==> src/rtl/brdec_pkg.sv <==
// Shared types for the bridge downstream decoder.
// Assumes a 32-bit host address space.
package brdec_pkg;
    localparam int ADDR_W = 32;

    // Write-port target selector
    typedef enum logic [1:0] {
        SEL_BASE  = 2'd0,
        SEL_LIMIT = 2'd1,
        SEL_CTRL  = 2'd2,
        SEL_NONE  = 2'd3
    } cfg_sel_e;

    // Control bits; packed so isa_en is bit 2, vga16 bit 1, vga_en bit 0
    typedef struct packed {
        logic isa_en;
        logic vga16;
        logic vga_en;
    } ctrl_t;
endpackage

==> src/rtl/brdec_regs.sv <==
// Configuration storage: I/O window base/limit page numbers and control bits.
// Assumes one write per cycle; page fields keep only bits above GRAN_BITS.
module brdec_regs
    import brdec_pkg::*;
#(
    parameter int AW        = 32,
    parameter int GRAN_BITS = 12
) (
    input  logic               clk,
    input  logic               rst_n,
    input  logic               wr_en,
    input  logic [1:0]         wr_sel,
    input  logic [AW-1:0]      wr_data,
    output logic [AW-GRAN_BITS-1:0] base_pg,
    output logic [AW-GRAN_BITS-1:0] limit_pg,
    output ctrl_t              ctrl
);
    localparam int PG_W = AW - GRAN_BITS;

    logic unused_low;
    assign unused_low = ^{wr_data[GRAN_BITS-1:3]};

    // Register update on a write strobe; reset leaves the window empty
    always_ff @(posedge clk) begin
        if (!rst_n) begin
            base_pg  <= {PG_W{1'b1}};
            limit_pg <= '0;
            ctrl     <= '0;
        end else if (wr_en) begin
            case (cfg_sel_e'(wr_sel))
                SEL_BASE:  base_pg  <= wr_data[AW-1:GRAN_BITS];
                SEL_LIMIT: limit_pg <= wr_data[AW-1:GRAN_BITS];
                SEL_CTRL:  ctrl     <= ctrl_t'(wr_data[2:0]);
                default:   ;
            endcase
        end
    end
endmodule

==> src/rtl/brdec_window.sv <==
// I/O window match with optional ISA filtering.
// Assumes base/limit are page numbers; window is empty when base > limit.
module brdec_window #(
    parameter int AW             = 32,
    parameter int GRAN_BITS      = 12,
    parameter int LOW_SPACE_BITS = 16,
    parameter int BLOCK_BITS     = 10,
    parameter int KEEP_BITS      = 8
) (
    input  logic                    is_io,
    input  logic [AW-1:0]           addr,
    input  logic [AW-GRAN_BITS-1:0] base_pg,
    input  logic [AW-GRAN_BITS-1:0] limit_pg,
    input  logic                    isa_en,
    output logic                    hit
);
    logic [AW-GRAN_BITS-1:0] pg;
    logic in_win, low_space, keep_part;
    logic unused_mid;

    assign unused_mid = ^{addr[GRAN_BITS-1:BLOCK_BITS], addr[KEEP_BITS-1:0]};

    // Page compare, low-space test and block-offset test
    always_comb begin
        pg        = addr[AW-1:GRAN_BITS];
        in_win    = (pg >= base_pg) && (pg <= limit_pg);
        low_space = (addr[AW-1:LOW_SPACE_BITS] == '0);
        keep_part = (addr[BLOCK_BITS-1:KEEP_BITS] == '0);
        hit       = is_io && in_win && !(isa_en && low_space && !keep_part);
    end
endmodule

==> src/rtl/brdec_vga.sv <==
// Legacy video range match for memory and I/O requests.
// Assumes AW >= 20; I/O match needs upper 16 bits zero.
module brdec_vga #(
    parameter int AW = 32
) (
    input  logic          is_io,
    input  logic [AW-1:0] addr,
    input  logic          vga_en,
    input  logic          vga16,
    output logic          hit
);
    localparam logic [AW-1:0] MEM_LO = AW'(32'h000A_0000);
    localparam logic [AW-1:0] MEM_HI = AW'(32'h000B_FFFF);

    logic [9:0] low10;
    logic mem_hit, io_rng, io_upper, io_mid;

    // Range tests for the video memory hole and the two I/O groups
    always_comb begin
        low10    = addr[9:0];
        mem_hit  = (addr >= MEM_LO) && (addr <= MEM_HI);
        io_rng   = ((low10 >= 10'h3B0) && (low10 <= 10'h3BB)) ||
                   ((low10 >= 10'h3C0) && (low10 <= 10'h3DF));
        io_upper = (addr[AW-1:16] == '0);
        io_mid   = !vga16 || (addr[15:10] == '0);
        hit      = vga_en && (is_io ? (io_rng && io_upper && io_mid) : mem_hit);
    end
endmodule

==> src/rtl/brdec_top.sv <==
// Bridge downstream address decoder top: registered forward decision for
// host requests and registered no-claim flag for secondary requests.
// Assumes single-cycle request strobes.
module brdec_top
    import brdec_pkg::*;
#(
    parameter int AW        = brdec_pkg::ADDR_W,
    parameter int GRAN_BITS = 12
) (
    input  logic          clk,
    input  logic          rst_n,
    input  logic          cfg_wr_en,
    input  logic [1:0]    cfg_wr_sel,
    input  logic [AW-1:0] cfg_wr_data,
    input  logic          req_valid,
    input  logic          req_is_io,
    input  logic [AW-1:0] req_addr,
    input  logic          sec_valid,
    input  logic          sec_is_io,
    input  logic [AW-1:0] sec_addr,
    output logic          fwd_valid,
    output logic          fwd_hit,
    output logic          sec_rsp_valid,
    output logic          sec_noclaim
);
    localparam int PG_W = AW - GRAN_BITS;

    logic [PG_W-1:0] base_pg, limit_pg;
    ctrl_t ctrl;
    logic  cfg_vga_en, cfg_isa_en;
    logic  win_hit, host_vga_hit, sec_vga_hit;

    assign cfg_vga_en = ctrl.vga_en;
    assign cfg_isa_en = ctrl.isa_en;

    brdec_regs #(.AW(AW), .GRAN_BITS(GRAN_BITS)) u_regs (
        .clk(clk), .rst_n(rst_n), .wr_en(cfg_wr_en), .wr_sel(cfg_wr_sel),
        .wr_data(cfg_wr_data), .base_pg(base_pg), .limit_pg(limit_pg),
        .ctrl(ctrl)
    );

    brdec_window #(.AW(AW), .GRAN_BITS(GRAN_BITS)) u_win (
        .is_io(req_is_io), .addr(req_addr), .base_pg(base_pg),
        .limit_pg(limit_pg), .isa_en(ctrl.isa_en), .hit(win_hit)
    );

    brdec_vga #(.AW(AW)) u_vga_host (
        .is_io(req_is_io), .addr(req_addr), .vga_en(ctrl.vga_en),
        .vga16(ctrl.vga16), .hit(host_vga_hit)
    );

    brdec_vga #(.AW(AW)) u_vga_sec (
        .is_io(sec_is_io), .addr(sec_addr), .vga_en(ctrl.vga_en),
        .vga16(ctrl.vga16), .hit(sec_vga_hit)
    );

    // Register the host forward decision with its strobe
    always_ff @(posedge clk) begin
        if (!rst_n) begin
            fwd_valid <= 1'b0;
            fwd_hit   <= 1'b0;
        end else begin
            fwd_valid <= req_valid;
            fwd_hit   <= req_valid && (win_hit || host_vga_hit);
        end
    end

    // Register the secondary no-claim flag with its strobe
    always_ff @(posedge clk) begin
        if (!rst_n) begin
            sec_rsp_valid <= 1'b0;
            sec_noclaim   <= 1'b0;
        end else begin
            sec_rsp_valid <= sec_valid;
            sec_noclaim   <= sec_valid && sec_vga_hit;
        end
    end
endmodule

==> config.mk <==
export PLATFORM = sky130hd
export DESIGN_NAME = brdec_top
export DESIGN_NICKNAME = d
export VERILOG_FILES = /design/src/rtl/brdec_pkg.sv /design/src/rtl/brdec_regs.sv /design/src/rtl/brdec_window.sv /design/src/rtl/brdec_vga.sv /design/src/rtl/brdec_top.sv
export SDC_FILE = /design/constraint.sdc
export NUM_CORES = 1
export LEC_CHECK = 0
export CORE_MARGIN = 10
export CORE_UTILIZATION = 45
export CTS_BUF_LIST = sky130_fd_sc_hd__clkbuf_8
export DETAILED_ROUTE_END_ITERATION = 10
export DONT_BUFFER_PORTS = 1
export GPL_TIMING_DRIVEN = 0
export PLACE_DENSITY = 0.65
export SETUP_SLACK_MARGIN = 0.05
export SKIP_LAST_GASP = 1
export SLEW_MARGIN = 0
export SYNTH_ARGS = -nofsm -noshare
export SYNTH_HDL_FRONTEND = slang
export SYNTH_HIERARCHICAL = 1
export SYNTH_SLANG_ARGS = --single-unit
==> constraint.sdc <==
create_clock -name clk -period 2.1 [get_ports clk]
set_input_delay 0.105 -clock clk [delete_from_list [all_inputs] [get_ports clk]]
set_output_delay 0.105 -clock clk [all_outputs]
set_load 0.005 [all_outputs]
; After elaboration in Yosys (flattened, before gate mapping)
; Cells that the tools add are included.
[totals]
register_bits = 47
input_bits = 105
wordCells = 63
[classes]
n_lt_le_gt_ge = 14
n_eq_ne = 2
n_mux = 2
n_reduce_logical = 36
[ops]
columns = op, n
row1 = "32-bit by 20-bit >= comparator with 1-bit output, second input constant", 2
row2 = "32-bit by 20-bit <= comparator with 1-bit output, second input constant", 2
row3 = "10-bit >= comparator, second input constant", 4
row4 = "10-bit <= comparator, second input constant", 4
row5 = 16-bit zero test, 2
row6 = 20-bit >= comparator, 1
row7 = 20-bit <= comparator, 1
row8 = 1-bit logical AND, 19
row9 = 6-bit zero test, 2
row10 = 2-bit AND reduction, 3
row11 = 1-bit logical OR, 5
row12 = 2-bit zero test, 2
row13 = 1-bit zero test, 3
row14 = "2-bit by 1-bit equality test with 1-bit output, second input constant", 1
row15 = "2-bit equality test, second input constant", 1
row16 = 1-bit two-way mux, 2

; Logic depth before layout (Yosys ltp)
; Gate-level depths: netlist of the first run.
[logic_depth]
depth_word = 9
ltp_mapped = 8
depth_no_buf = 8

; Modules after synthesis
; The synthesis of the first run kept the hierarchy.
[by_module_without_submodules]
columns = mod, instances, cells_per_inst, area_per_inst_um2, seq_area_each_um2
row1 = brdec_regs, 1, 194, 1858.0, 860.8
row2 = brdec_window, 1, 149, 1056.0, 0.0
row3 = brdec_vga, 2, 15, 120.1, 0.0
row4 = brdec_top, 1, 8, 111.4, 80.1

; Worst setup path after synthesis of the first run
; Ideal clock, no wire load.
[synth_timing]
path_kind = register to register
start = register u_regs.base_pg[7]
end = register fwd_hit
arrival_time_ps = 1789
t_required_ps = 1984
path_slack_ps = 195
path_stages_with_launch = 9
synth_period_minus_slack_ps = 1905
cell_sequence = dfxtp_1 > inv_1 > ha_1 > a21oi_1 > o21ai_1 > a221o_1 > a2111oi_2 > a211oi_1 > o211a_1
[synth_via]
elab_chain_cells = 6
[synth_lines]
columns = item, line_no
row1 = "start, declared", brdec_regs.sv:14  ; output logic [AW-GRAN_BITS-1:0] base_pg,
row2 = "start signal, assigned", brdec_regs.sv:26  ; base_pg <= {PG_W{1'b1}};
row3 = "start signal, assigned", brdec_regs.sv:31  ; SEL_BASE: base_pg <= wr_data[AW-1:GRAN_BITS];
row4 = 20-bit >= comparator, brdec_window.sv:26  ; in_win = (pg >= base_pg) && (pg <= limit_pg);
row5 = 1-bit logical AND, brdec_window.sv:26
row6 = 1-bit logical AND (2 in a row), brdec_window.sv:29  ; hit = is_io && in_win && !(isa_en && low_space && !keep_part);
row7 = via win_hit, brdec_top.sv:31  ; logic win_hit, host_vga_hit, sec_vga_hit;
row8 = 1-bit logical OR, brdec_top.sv:64  ; fwd_hit <= req_valid && (win_hit || host_vga_hit);
row9 = 1-bit logical AND, brdec_top.sv:64
row10 = "end signal, assigned", brdec_top.sv:64
row11 = "end, declared", brdec_top.sv:22  ; output logic fwd_hit,
; The timed path passes the listed nets, and every way through them passes these cells.
; A chain may end at the register's enable or synchronous reset.

; Worst setup path after layout of the first run
; Ends and elaborated chain as after synthesis.

==> impl_metrics.env, run 1 <==
export IMPL_gr_total_overflow=0
export IMPL_synth_fp_nets=526
export IMPL_core_area_mm2=0.006907
export IMPL_vias_per_cell=5.455
export IMPL_min_period_over_period_pct=96.60
export IMPL_path_class="register to register"
export IMPL_final_cell_count_no_fill=517
export IMPL_grt_total_usage_pct=16.56
export IMPL_place_inst=477
export IMPL_cts_htree_levels=2
export IMPL_clock_sinks=47
export IMPL_antenna_found_initial=0
export IMPL_arrival_ns=2.23
export IMPL_fin_crit_ns=2.029
export IMPL_initial_core_util_pct=47.28
export IMPL_cts_root_buf="clkbuf_8"
export IMPL_dp_slack_ns=-0.01015
export IMPL_cpMaxStageDelayCell="a221o_1"
export IMPL_grt_start_max_net_pins=15
export IMPL_drc=0
export IMPL_status="complete, no violations"
export IMPL_async_flop_share_pct=0
export IMPL_fp_dieW_um=105.2
export IMPL_cp_slowest_stage_delay_ns=0.41
export IMPL_setup_violations=0
export IMPL_syn_instance_count=381
export IMPL_synth_distinct_cells=43
export IMPL_cp_end_kind="register"
export IMPL_fin_skew_ns=0.005930
export IMPL_chipHeight_um=105.2
export IMPL_vias=2820
export IMPL_tightestPinTransition_ns=0.5516
export IMPL_ys_seq_area_share_pct=28.81
export IMPL_nFillCells=642
export IMPL_yosysWarnings=6
export IMPL_routed_wl_mm=9.754
export IMPL_slew_headroom_pct=63.22
export IMPL_row_count=30
export IMPL_grt_pass1_wl_mm=14.79
export IMPL_hold_class="primary input to register"
export IMPL_gp_congestion=0.8288
export IMPL_power_leakage_nw=1.759
export IMPL_clk_path_buf_depth=2
export IMPL_holdWs_ns=0.00006087
export IMPL_fmaxAchievable_mhz=492.9
export IMPL_setup_worst_path_start_class="register"
export IMPL_nets=565
export IMPL_p_per_area_mw_per_mm2=518.9
export IMPL_die_area_mm2=0.01106
export IMPL_cp_cell_sequence="inv_2 -> ha_4 -> a21oi_2 -> o21ai_1 -> a221o_1 -> a2111oi_4 -> a211oi_2 -> o211a_1"
export IMPL_synth_area_mm2=0.003266
export IMPL_drt_pass1_iter_count=5
export IMPL_portBuffers=0
export IMPL_slew_viol_final=0
export IMPL_tns_ns=0
export IMPL_ant_nets=0
export IMPL_required_ns=2.30
export IMPL_rsz0062_at_grt="true"
export IMPL_ys_flop_type="dfxtp_1"
export IMPL_synth_ff_latch_count=47
export IMPL_cts_clk_slew_worst_paths_ns=0.09
export IMPL_cp_max_fo=3
export IMPL_cts_tree="yes"
export IMPL_clock_latency_ns=0.31
export IMPL_routedWlPerCell_um=18.87
export IMPL_drv_cap=0
export IMPL_top_level_ports=109
export IMPL_antennaDiodeCount=0
export IMPL_syn_avg_cell_area_um2=8.571
export IMPL_synth_edff_count=0
export IMPL_syn_to_final_growth_pct=20.23
export IMPL_fin_ws_ns=0.07134
export IMPL_drive_gt1_share_pct=12.35
export IMPL_initialDrtViolationCount=135
export IMPL_vdd_drop_max_v=0.0003411
export IMPL_first_global_vias=2838
export IMPL_finalHoldViolCount=0
export IMPL_cts_buffers_inserted=5
export IMPL_place_hpwl_mm=7.421
logic make-up after synthesis:
family | share of synthesized area [%]
AOI/OAI and AO/OA | 13.03
adders and majority gates | 15.33
buffers and inverters | 10.50
DFF | 28.81
muxes | 7.050
and+or+nand+nor | 25.29
state kept, by name, indices dropped and copies added (netlist names):
register	flops
fwd_hit	1
fwd_valid	1
sec_noclaim	1
sec_rsp_valid	1
u_regs/base_pg	20
u_regs/ctrl	3
u_regs/limit_pg	20
report_power, final:
group	leakage (nW)	switching, W	total (W)	internal, W
sequential	0.381	0.0000197	0.000949	0.000929
clock	0.0612	0.000322	0.000708	0.000386
combinational	1.32	0.000189	0.000380	0.000190
total	1.76	0.000532	0.00204	0.00151
what timing repair did:
| item | CTS | global route |
|---|---|---|
| setup endpoints to repair | 1 | 1 |
| pin swaps | 2 | 15 |
| resized for setup | 4 | 19 |
| hold buffers | 28 | 1 |
| hold endpoints to repair | 34 | 1 |
| setup buffers | 0 | 3 |
cell type report:
type	count	area (um^2)	area share (%)
multi-input cells	255	2082	53.03
flip-flops and latches	47	950.9	24.22
repair buffers	32	312.8	7.967
inverters	60	225.2	5.736
well taps	96	120.1	3.059
plain buffers	19	117.6	2.996
clock buffers	6	82.58	2.103
clock inverters	2	35.03	0.8923
metal layers:
metal / share of wire, % / routed length (um) / track usage, % / up-vias
met5: 0 / 0 / 0 / -
met4: 1.4 / 136 / 4.510 / 0
met3: 6.4 / 628 / 4.668 / 12
met2: 51 / 4930 / 29.00 / 63
met1: 42 / 4058 / 19.15 / 1325
li1: - / - / - / 1420
worst max-delay path, delay by kind of cell (launching register included):
kind / cells / cell delay (ns)
AO/OA/AOI/OAI: 6 / 1.32
flip-flops: 1 / 0.34
buffers and inverters: 1 / 0.05
adder cells (fa/ha/maj): 1 / 0.22
metrics by stage:
step                      power (W)  utilization, %  cell area, um^2
after floorplan            0.001199               -             3266
after global placement     0.001257           49.02             3386
after detailed placement   0.001267           49.02             3386
after CTS                  0.002027           55.31             3820
after global routing       0.002144           56.85             3926
final                      0.002037           56.85             3926
cell usage after synthesis (all sizes together) (3+ instances only):
library cell  instances  area share (%)
dfxtp                47              29
nand3                 5            0.77
nand4                 5            0.96
nand4bb              20             6.9
a21o                  4            0.92
buf                  10             2.6
a211oi                3            0.69
inv                  60             6.9
clkbuf                9             1.0
o21ai                 5            0.77
nand2                60             6.9
nor2                  8            0.92
o211ai               23             5.3
ha                   40              15
nor4b                 5             1.7
a21oi                15             2.5
nor4                  7             1.3
mux2i                23             7.0
and4                  7             1.9
final timing paths:
kind                       from                  to  slack (ns)  depth (start not counted)
min             cfg_wr_data[22]  u_regs/base_pg[10]     0.00006                          2
max reg2reg   u_regs/base_pg[7]             fwd_hit        0.07                          8
min reg2reg  u_regs/limit_pg[7]  u_regs/limit_pg[7]        0.46                          2
max           u_regs/base_pg[7]             fwd_hit        0.07                          8
layout by cell type, fill, tap and decap left out, drive strengths merged, types with 2 or more instances in the layout:
master,Yosys,final
nand4,5,5
nand2b,2,2
nor2b,2,2
ha,40,40
nor4,7,7
a21o,4,4
and4,7,7
dfxtp,47,47
mux2i,23,23
a211oi,3,3
nand4bb,20,20
nand3b,2,2
clkbuf,9,15
and2,2,2
o21ai,5,5
nand4b,2,2
or4,2,2
buf,10,13
dlygate4sd3,0,29
inv,60,60
nor4b,5,5
nor2,8,8
a21oi,15,15
nand3,5,5
nand2,60,60
o211ai,23,23
o31ai,2,2
and3b,2,2
Power figures use the tool's default switching activity.
==> run 2: changes to the inputs <==
--- a/config.mk
+++ b/config.mk
@@ -5,13 +5,14 @@
 export SDC_FILE = /design/constraint.sdc
 export NUM_CORES = 1
 export LEC_CHECK = 0
-export CORE_MARGIN = 10
+export CORE_MARGIN = 2
 export CORE_UTILIZATION = 45
 export CTS_BUF_LIST = sky130_fd_sc_hd__clkbuf_8
 export DETAILED_ROUTE_END_ITERATION = 10
 export DONT_BUFFER_PORTS = 1
 export GPL_TIMING_DRIVEN = 0
 export PLACE_DENSITY = 0.65
+export RECOVER_POWER = 50
 export SETUP_SLACK_MARGIN = 0.05
 export SKIP_LAST_GASP = 1
 export SLEW_MARGIN = 0
==> impl_metrics.env, run 2 (synthesis results as in run 1) <==
export IMPL_grt_total_usage_pct=22.21
export IMPL_slew_headroom_pct=59.58
export IMPL_cp_max_fo=3
export IMPL_power_leakage_nw=1.747
export IMPL_clock_latency_ns=0.31
export IMPL_cts_tree="yes"
export IMPL_required_ns=2.30
export IMPL_routed_wl_mm=8.950
export IMPL_fp_dieW_um=89.19
export IMPL_r2r_start="u_regs/base_pg[7]"
export IMPL_min_period_over_period_pct=98.24
export IMPL_holdPathStages=2
export IMPL_layout_commonest_cell="nand2_1"
export IMPL_vdd_drop_max_v=0.0003344
export IMPL_clk_path_buf_depth=2
export IMPL_fin_skew_ns=0.009011
export IMPL_drc=0
export IMPL_reg2reg_to="fwd_hit"
export IMPL_syn_to_final_growth_pct=20.96
export IMPL_gp_congestion=0.8302
export IMPL_path_class="register to register"
export IMPL_arrival_ns=2.26
export IMPL_reg2reg_slack_ns=0.04
export IMPL_row_count=31
export IMPL_drt_pass1_iter_count=4
export IMPL_portBuffers=0
export IMPL_nFillCells=682
export IMPL_finalHoldViolCount=2
export IMPL_p_total_w=0.002052
export IMPL_drive_gt1_share_pct=13.84
export IMPL_register_area_um2=952.2
export IMPL_antenna_found_initial=0
export IMPL_vias=2835
export IMPL_cpMaxStageDelayCell="a221o_1"
export IMPL_fin_crit_ns=2.063
export IMPL_top_level_ports=109
export IMPL_cp_slowest_stage_delay_ns=0.43
export IMPL_dp_slack_ns=0.02541
export IMPL_holdWs_ns=-0.003249
export IMPL_cp_end_kind="register"
export IMPL_antennaDiodeCount=0
export IMPL_rsz0062_at_grt="true"
export IMPL_routedWlPerCell_um=17.28
export IMPL_place_hpwl_mm=6.677
export IMPL_clock_sinks=47
export IMPL_multi_input_area_mm2=0.002121
export IMPL_cts_clk_slew_worst_paths_ns=0.10
export IMPL_violations="hold timing"
export IMPL_core_area_mm2=0.007137
export IMPL_chipHeight_um=89.19
export IMPL_fmaxAchievable_mhz=484.7
export IMPL_initialDrtViolationCount=97
export IMPL_cp_cell_sequence="inv_2 -> ha_4 -> a21oi_2 -> o21ai_1 -> a221o_1 -> a2111oi_4 -> a211oi_2 -> o211a_1"
export IMPL_cts_buffers_inserted=5
export IMPL_final_cell_mix="nand2_1, inv_1, dfxtp_1, ha_1, dlygate4sd3_1"
export IMPL_ant_nets=0
export IMPL_tightestPinTransition_ns=0.6062
export IMPL_reg2reg_depth=8
export IMPL_cts_root_buf="clkbuf_8"
export IMPL_gr_total_overflow=0
export IMPL_p_per_area_mw_per_mm2=519.6
export IMPL_grt_start_max_net_pins=15
export IMPL_drv_cap=0
export IMPL_cts_htree_levels=2
export IMPL_slew_viol_final=0
export IMPL_nets=563
export IMPL_initial_core_util_pct=45.76
export IMPL_vias_per_cell=5.473
export IMPL_reg_top3="u_regs/base_pg (20), u_regs/limit_pg (20), u_regs/ctrl (3)"
export IMPL_fin_ws_ns=0.03700
export IMPL_tns_ns=0
export IMPL_grt_pass1_wl_mm=13.51
export IMPL_hold_start="cfg_wr_data[17]"
export IMPL_setup_violations=0
export IMPL_hold_class="primary input to register"
export IMPL_die_area_mm2=0.007954
export IMPL_setup_worst_path_start_class="register"
export IMPL_first_global_vias=2775
export IMPL_status="finished, violations left"
export IMPL_min_to="u_regs/base_pg[5]"
==> run 2: per-layer routing <==
metal  vias to the layer above  track usage [%]  share of wire [%]
met2                        68            36.77                 48
met4                         0            4.749               0.86
met5                         -                0                  0
met3                         9            5.633                5.9
met1                      1345            29.34                 46
li1                       1413                -                  -
==> run 2: timing repair <==
action                                  in CTS  in global routing
hold endpoints to repair                    31                  1
endpoints found under the setup margin       1                  1
resized for setup                            3                 27
buffers inserted                             0                  3
pin swaps                                    2                 16
hold buffers                                26                  1
==> run 2: worst max path at each step <==
| stage | startpoint | endpoint | depth (start not counted) |
|---|---|---|---|
| 2_1_floorplan | u_regs/base_pg[7] | fwd_hit | 8 |
| 3_3_place_gp | u_regs/base_pg[7] | fwd_hit | 8 |
| 3_5_place_dp | u_regs/base_pg[7] | fwd_hit | 8 |
| 4_1_cts | u_regs/base_pg[10] | fwd_hit | 7 |
| 5_1_grt | u_regs/base_pg[7] | fwd_hit | 8 |
| 6_report | u_regs/base_pg[7] | fwd_hit | 8 |
==> run 2: critical path: cells and delay by family, from the launching register on <==
family	cells	cell delay (ns)
buffers and inverters	1	0.04
DFF	1	0.35
AOI/OAI and AO/OA	6	1.35
adders and majority gates	1	0.22
==> run 2: layout make-up <==
| cell class | count | area share [%] |
|---|---|---|
| Multi-Input combinational cell | 255 | 53.69 |
| Sequential cell | 47 | 24.11 |
| Timing Repair Buffer | 30 | 7.412 |
| Inverter | 60 | 5.702 |
| Tap cell | 99 | 3.136 |
| Buffer | 19 | 2.978 |
| Clock buffer | 6 | 2.091 |
| Clock inverter | 2 | 0.8869 |
==> run 2: stage by stage <==
step	std cells	hold slack, ns	util (%)	area (um^2)
finish	518	-0.003249	55.35	3950
CTS	514	0.0001354	53.12	3791
global placement	480	0.2462	47.49	3390
detailed placement	480	0.2412	47.49	3390
global route	518	0.0008238	55.35	3950
floorplan	381	0.2384	-	3266
==> run 2: report_power, final <==
group          switching (W)  leakage, nW  total (W)  internal, W
clock               0.000331       0.0612   0.000717     0.000386
sequential         0.0000196        0.381   0.000949     0.000930
combinational       0.000193         1.30   0.000386     0.000193
==> run 3: changes to the inputs <==
--- a/config.mk
+++ b/config.mk
@@ -5,6 +5,7 @@
 export SDC_FILE = /design/constraint.sdc
 export NUM_CORES = 1
 export LEC_CHECK = 0
+export ABC_AREA = 1
 export CORE_MARGIN = 2
 export CORE_UTILIZATION = 45
 export CTS_BUF_LIST = sky130_fd_sc_hd__clkbuf_8
==> impl_metrics.env, run 3 <==
export IMPL_fin_crit_ns=1.732
export IMPL_chipHeight_um=89.61
export IMPL_cts_root_buf="clkbuf_8"
export IMPL_synth_edff_count=0
export IMPL_synthTopCellsByCount="nand2_1, nor2_1, inv_1"
export IMPL_place_hpwl_mm=6.504
export IMPL_portBuffers=0
export IMPL_cp_end_kind="register"
export IMPL_first_global_vias=3085
export IMPL_crit_buf_inv=1
export IMPL_cpMaxStageDelayCell="dfxtp_1"
export IMPL_tightestPinTransition_ns=0.5863
export IMPL_hold_start="req_is_io"
export IMPL_row_count=31
export IMPL_clock_latency_ns=0.30
export IMPL_path_class="register to register"
export IMPL_finalHoldViolCount=0
export IMPL_core_area_mm2=0.007176
export IMPL_synth_most_common_cell="nand2_1"
export IMPL_slew_headroom_pct=60.91
export IMPL_required_ns=2.30
export IMPL_cts_buffers_inserted=5
export IMPL_place_area_mm2=0.003422
export IMPL_synth_ff_latch_count=47
export IMPL_grt_total_usage_pct=21.91
export IMPL_drc=0
export IMPL_p_per_area_mw_per_mm2=542.5
export IMPL_synth_area_leaders="dfxtp_1, nand2_1, ha_1"
export IMPL_antennaDiodeCount=0
export IMPL_antenna_found_initial=0
export IMPL_vias=3213
export IMPL_grt_pass1_wl_mm=13.34
export IMPL_post_cts_resized=0
export IMPL_routedWlPerCell_um=12.76
export IMPL_vdd_drop_max_v=0.0003086
export IMPL_status="complete, no violations"
export IMPL_clk_path_buf_depth=2
export IMPL_cts_clk_slew_worst_paths_ns=0.09
export IMPL_yosys_area_top_type_share_pct=28.53
export IMPL_tns_ns=0
export IMPL_synth_distinct_cells=23
export IMPL_reg2reg_slack_ns=0.37
export IMPL_initialDrtViolationCount=155
export IMPL_syn_to_final_growth_pct=15.78
export IMPL_min_period_over_period_pct=82.47
export IMPL_nFillCells=742
export IMPL_hold_class="primary input to register"
export IMPL_fin_area_mm2=0.003819
export IMPL_arrival_ns=1.94
export IMPL_ant_nets=0
export IMPL_ys_seq_area_share_pct=28.53
export IMPL_setup_worst_path_start_class="register"
export IMPL_fin_ws_ns=0.3681
export IMPL_reg2reg_depth=13
export IMPL_final_cell_mix="nand2_1, nor2_1, inv_1, nand3_1, dfxtp_1"
export IMPL_fmaxAchievable_mhz=577.4
export IMPL_grt_start_max_net_pins=15
export IMPL_crit_path_frequent_cell="nand2_1"
export IMPL_cp_max_fo=2
export IMPL_yosysWarnings=6
export IMPL_die_area_mm2=0.008030
export IMPL_r2r_start="u_regs/limit_pg[15]"
export IMPL_nets=715
export IMPL_reg_top3="u_regs/base_pg (20), u_regs/limit_pg (20), u_regs/ctrl (3)"
export IMPL_p_total_w=0.002072
export IMPL_async_flop_share_pct=0
export IMPL_ys_flop_type="dfxtp_1"
export IMPL_gr_total_overflow=0
export IMPL_holdPathStages=3
export IMPL_routed_wl_mm=8.547
export IMPL_drv_cap=0
export IMPL_cp_cell_sequence="inv_1 -> ha_1 -> nand2_1 -> nor2_1 -> nand2_2 -> nor2_2 -> nand2_1 -> nand3_2 -> nand2_1 -> nand2_1 -> nor2_2 -> nor2_1 -> nor2_1"
export IMPL_rsz0062_at_grt="false"
export IMPL_synth_fp_nets=680
export IMPL_setup_violations=0
export IMPL_synth_top_area_cell="dfxtp_1"
export IMPL_initial_core_util_pct=45.96
export IMPL_synth_area_mm2=0.003298
export IMPL_fin_skew_ns=0.001786
export IMPL_drive_gt1_share_pct=4.904
export IMPL_slew_viol_final=0
export IMPL_cts_htree_levels=2
export IMPL_drt_pass1_iter_count=4
export IMPL_fp_dieW_um=89.61
export IMPL_min_to="fwd_hit"
export IMPL_clock_sinks=47
export IMPL_syn_instance_count=535
export IMPL_power_leakage_nw=2.117
export IMPL_gp_congestion=0.8529
export IMPL_top_level_ports=109
export IMPL_path_delay_family="simple AND/OR/NAND/NOR gates"
export IMPL_vias_per_cell=4.796
export IMPL_layout_commonest_cell="nand2_1"
export IMPL_cp_slowest_stage_delay_ns=0.34
export IMPL_cts_tree="yes"
export IMPL_dp_slack_ns=0.3973
export IMPL_syn_avg_cell_area_um2=6.165
export IMPL_reg2reg_to="fwd_hit"
==> run 3: cell types whose count changed after synthesis, moves of 5 or more <==
cell       delta
and4_1        -7
inv_1        +35
mux2i_1      -23
nand2_1      +86
nand3_1      +44
nand4bb_1    -20
nor2_1       +89
nor2_2        +5
nor4_1        -7
o211ai_1     -23
==> run 3: where the power goes <==
part	total, W	switching, W	internal, W
Clock	0.000701	0.000315	0.000386
Sequential	0.000960	0.0000236	0.000936
Combinational	0.000411	0.000237	0.000174
Total	0.00207	0.000576	0.00150
==> run 3: worst max-delay path by stage <==
stage,from,end,cells after the start
6_report,u_regs/limit_pg[15],fwd_hit,13
5_1_grt,u_regs/limit_pg[11],fwd_hit,13
4_1_cts,u_regs/limit_pg[15],fwd_hit,13
3_5_place_dp,u_regs/limit_pg[15],fwd_hit,13
3_3_place_gp,u_regs/limit_pg[15],fwd_hit,13
2_1_floorplan,u_regs/limit_pg[19],fwd_hit,13
==> run 3: stage by stage <==
step | hold slack, ns | instances | util [%]
floorplan | 0.2165 | 535 | -
global placement | 0.2273 | 634 | 47.69
detailed placement | 0.2327 | 634 | 47.69
CTS | 0.07771 | 670 | 53.23
global route | 0.1021 | 670 | 53.22
finish | 0.08095 | 670 | 53.22
==> run 3: tightest hold or removal path: stages <==
cell and delay, ns:
a21oi_1 0.05, nor2_1 0.14, nor2_1 0.05
==> run 3: layout make-up <==
| cell class | instances | area, um^2 | share of cell area, % |
|---|---|---|---|
| flip-flops and latches | 47 | 940.9 | 24.64 |
| repair buffers | 28 | 280.3 | 7.339 |
| inverters | 98 | 367.9 | 9.633 |
| plain buffers | 15 | 63.81 | 1.671 |
| well taps | 99 | 123.9 | 3.244 |
| clock inverters | 2 | 35.03 | 0.9174 |
| multi-input cells | 375 | 1924 | 50.39 |
| clock buffers | 6 | 82.58 | 2.163 |
==> run 3: cell families after synthesis <==
| kind of cell | after synthesis | share of synthesized area, % |
|---|---|---|
| and+or+nand+nor | 313 | 39.42 |
| adders and majority gates | 40 | 15.17 |
| AOI/OAI and AO/OA | 22 | 3.755 |
| DFF | 47 | 28.53 |
| buffers and inverters | 113 | 13.13 |
==> run 3: timing repair <==
item,CTS,global route
hold buffers,28,0
hold endpoints to repair,47,0
buffers inserted,0,0
==> run 3: per-layer routing <==
| layer | GRT usage [%] | share of wire, % | wire (um) | vias up |
|---|---|---|---|---|
| li1 | - | - | - | 1697 |
| met5 | 0 | 0 | 0 | - |
| met3 | 3.656 | 8.3 | 710 | 8 |
| met2 | 39.44 | 48 | 4117 | 113 |
| met4 | 6.513 | 1.5 | 126 | 0 |
| met1 | 26.65 | 42 | 3594 | 1395 |
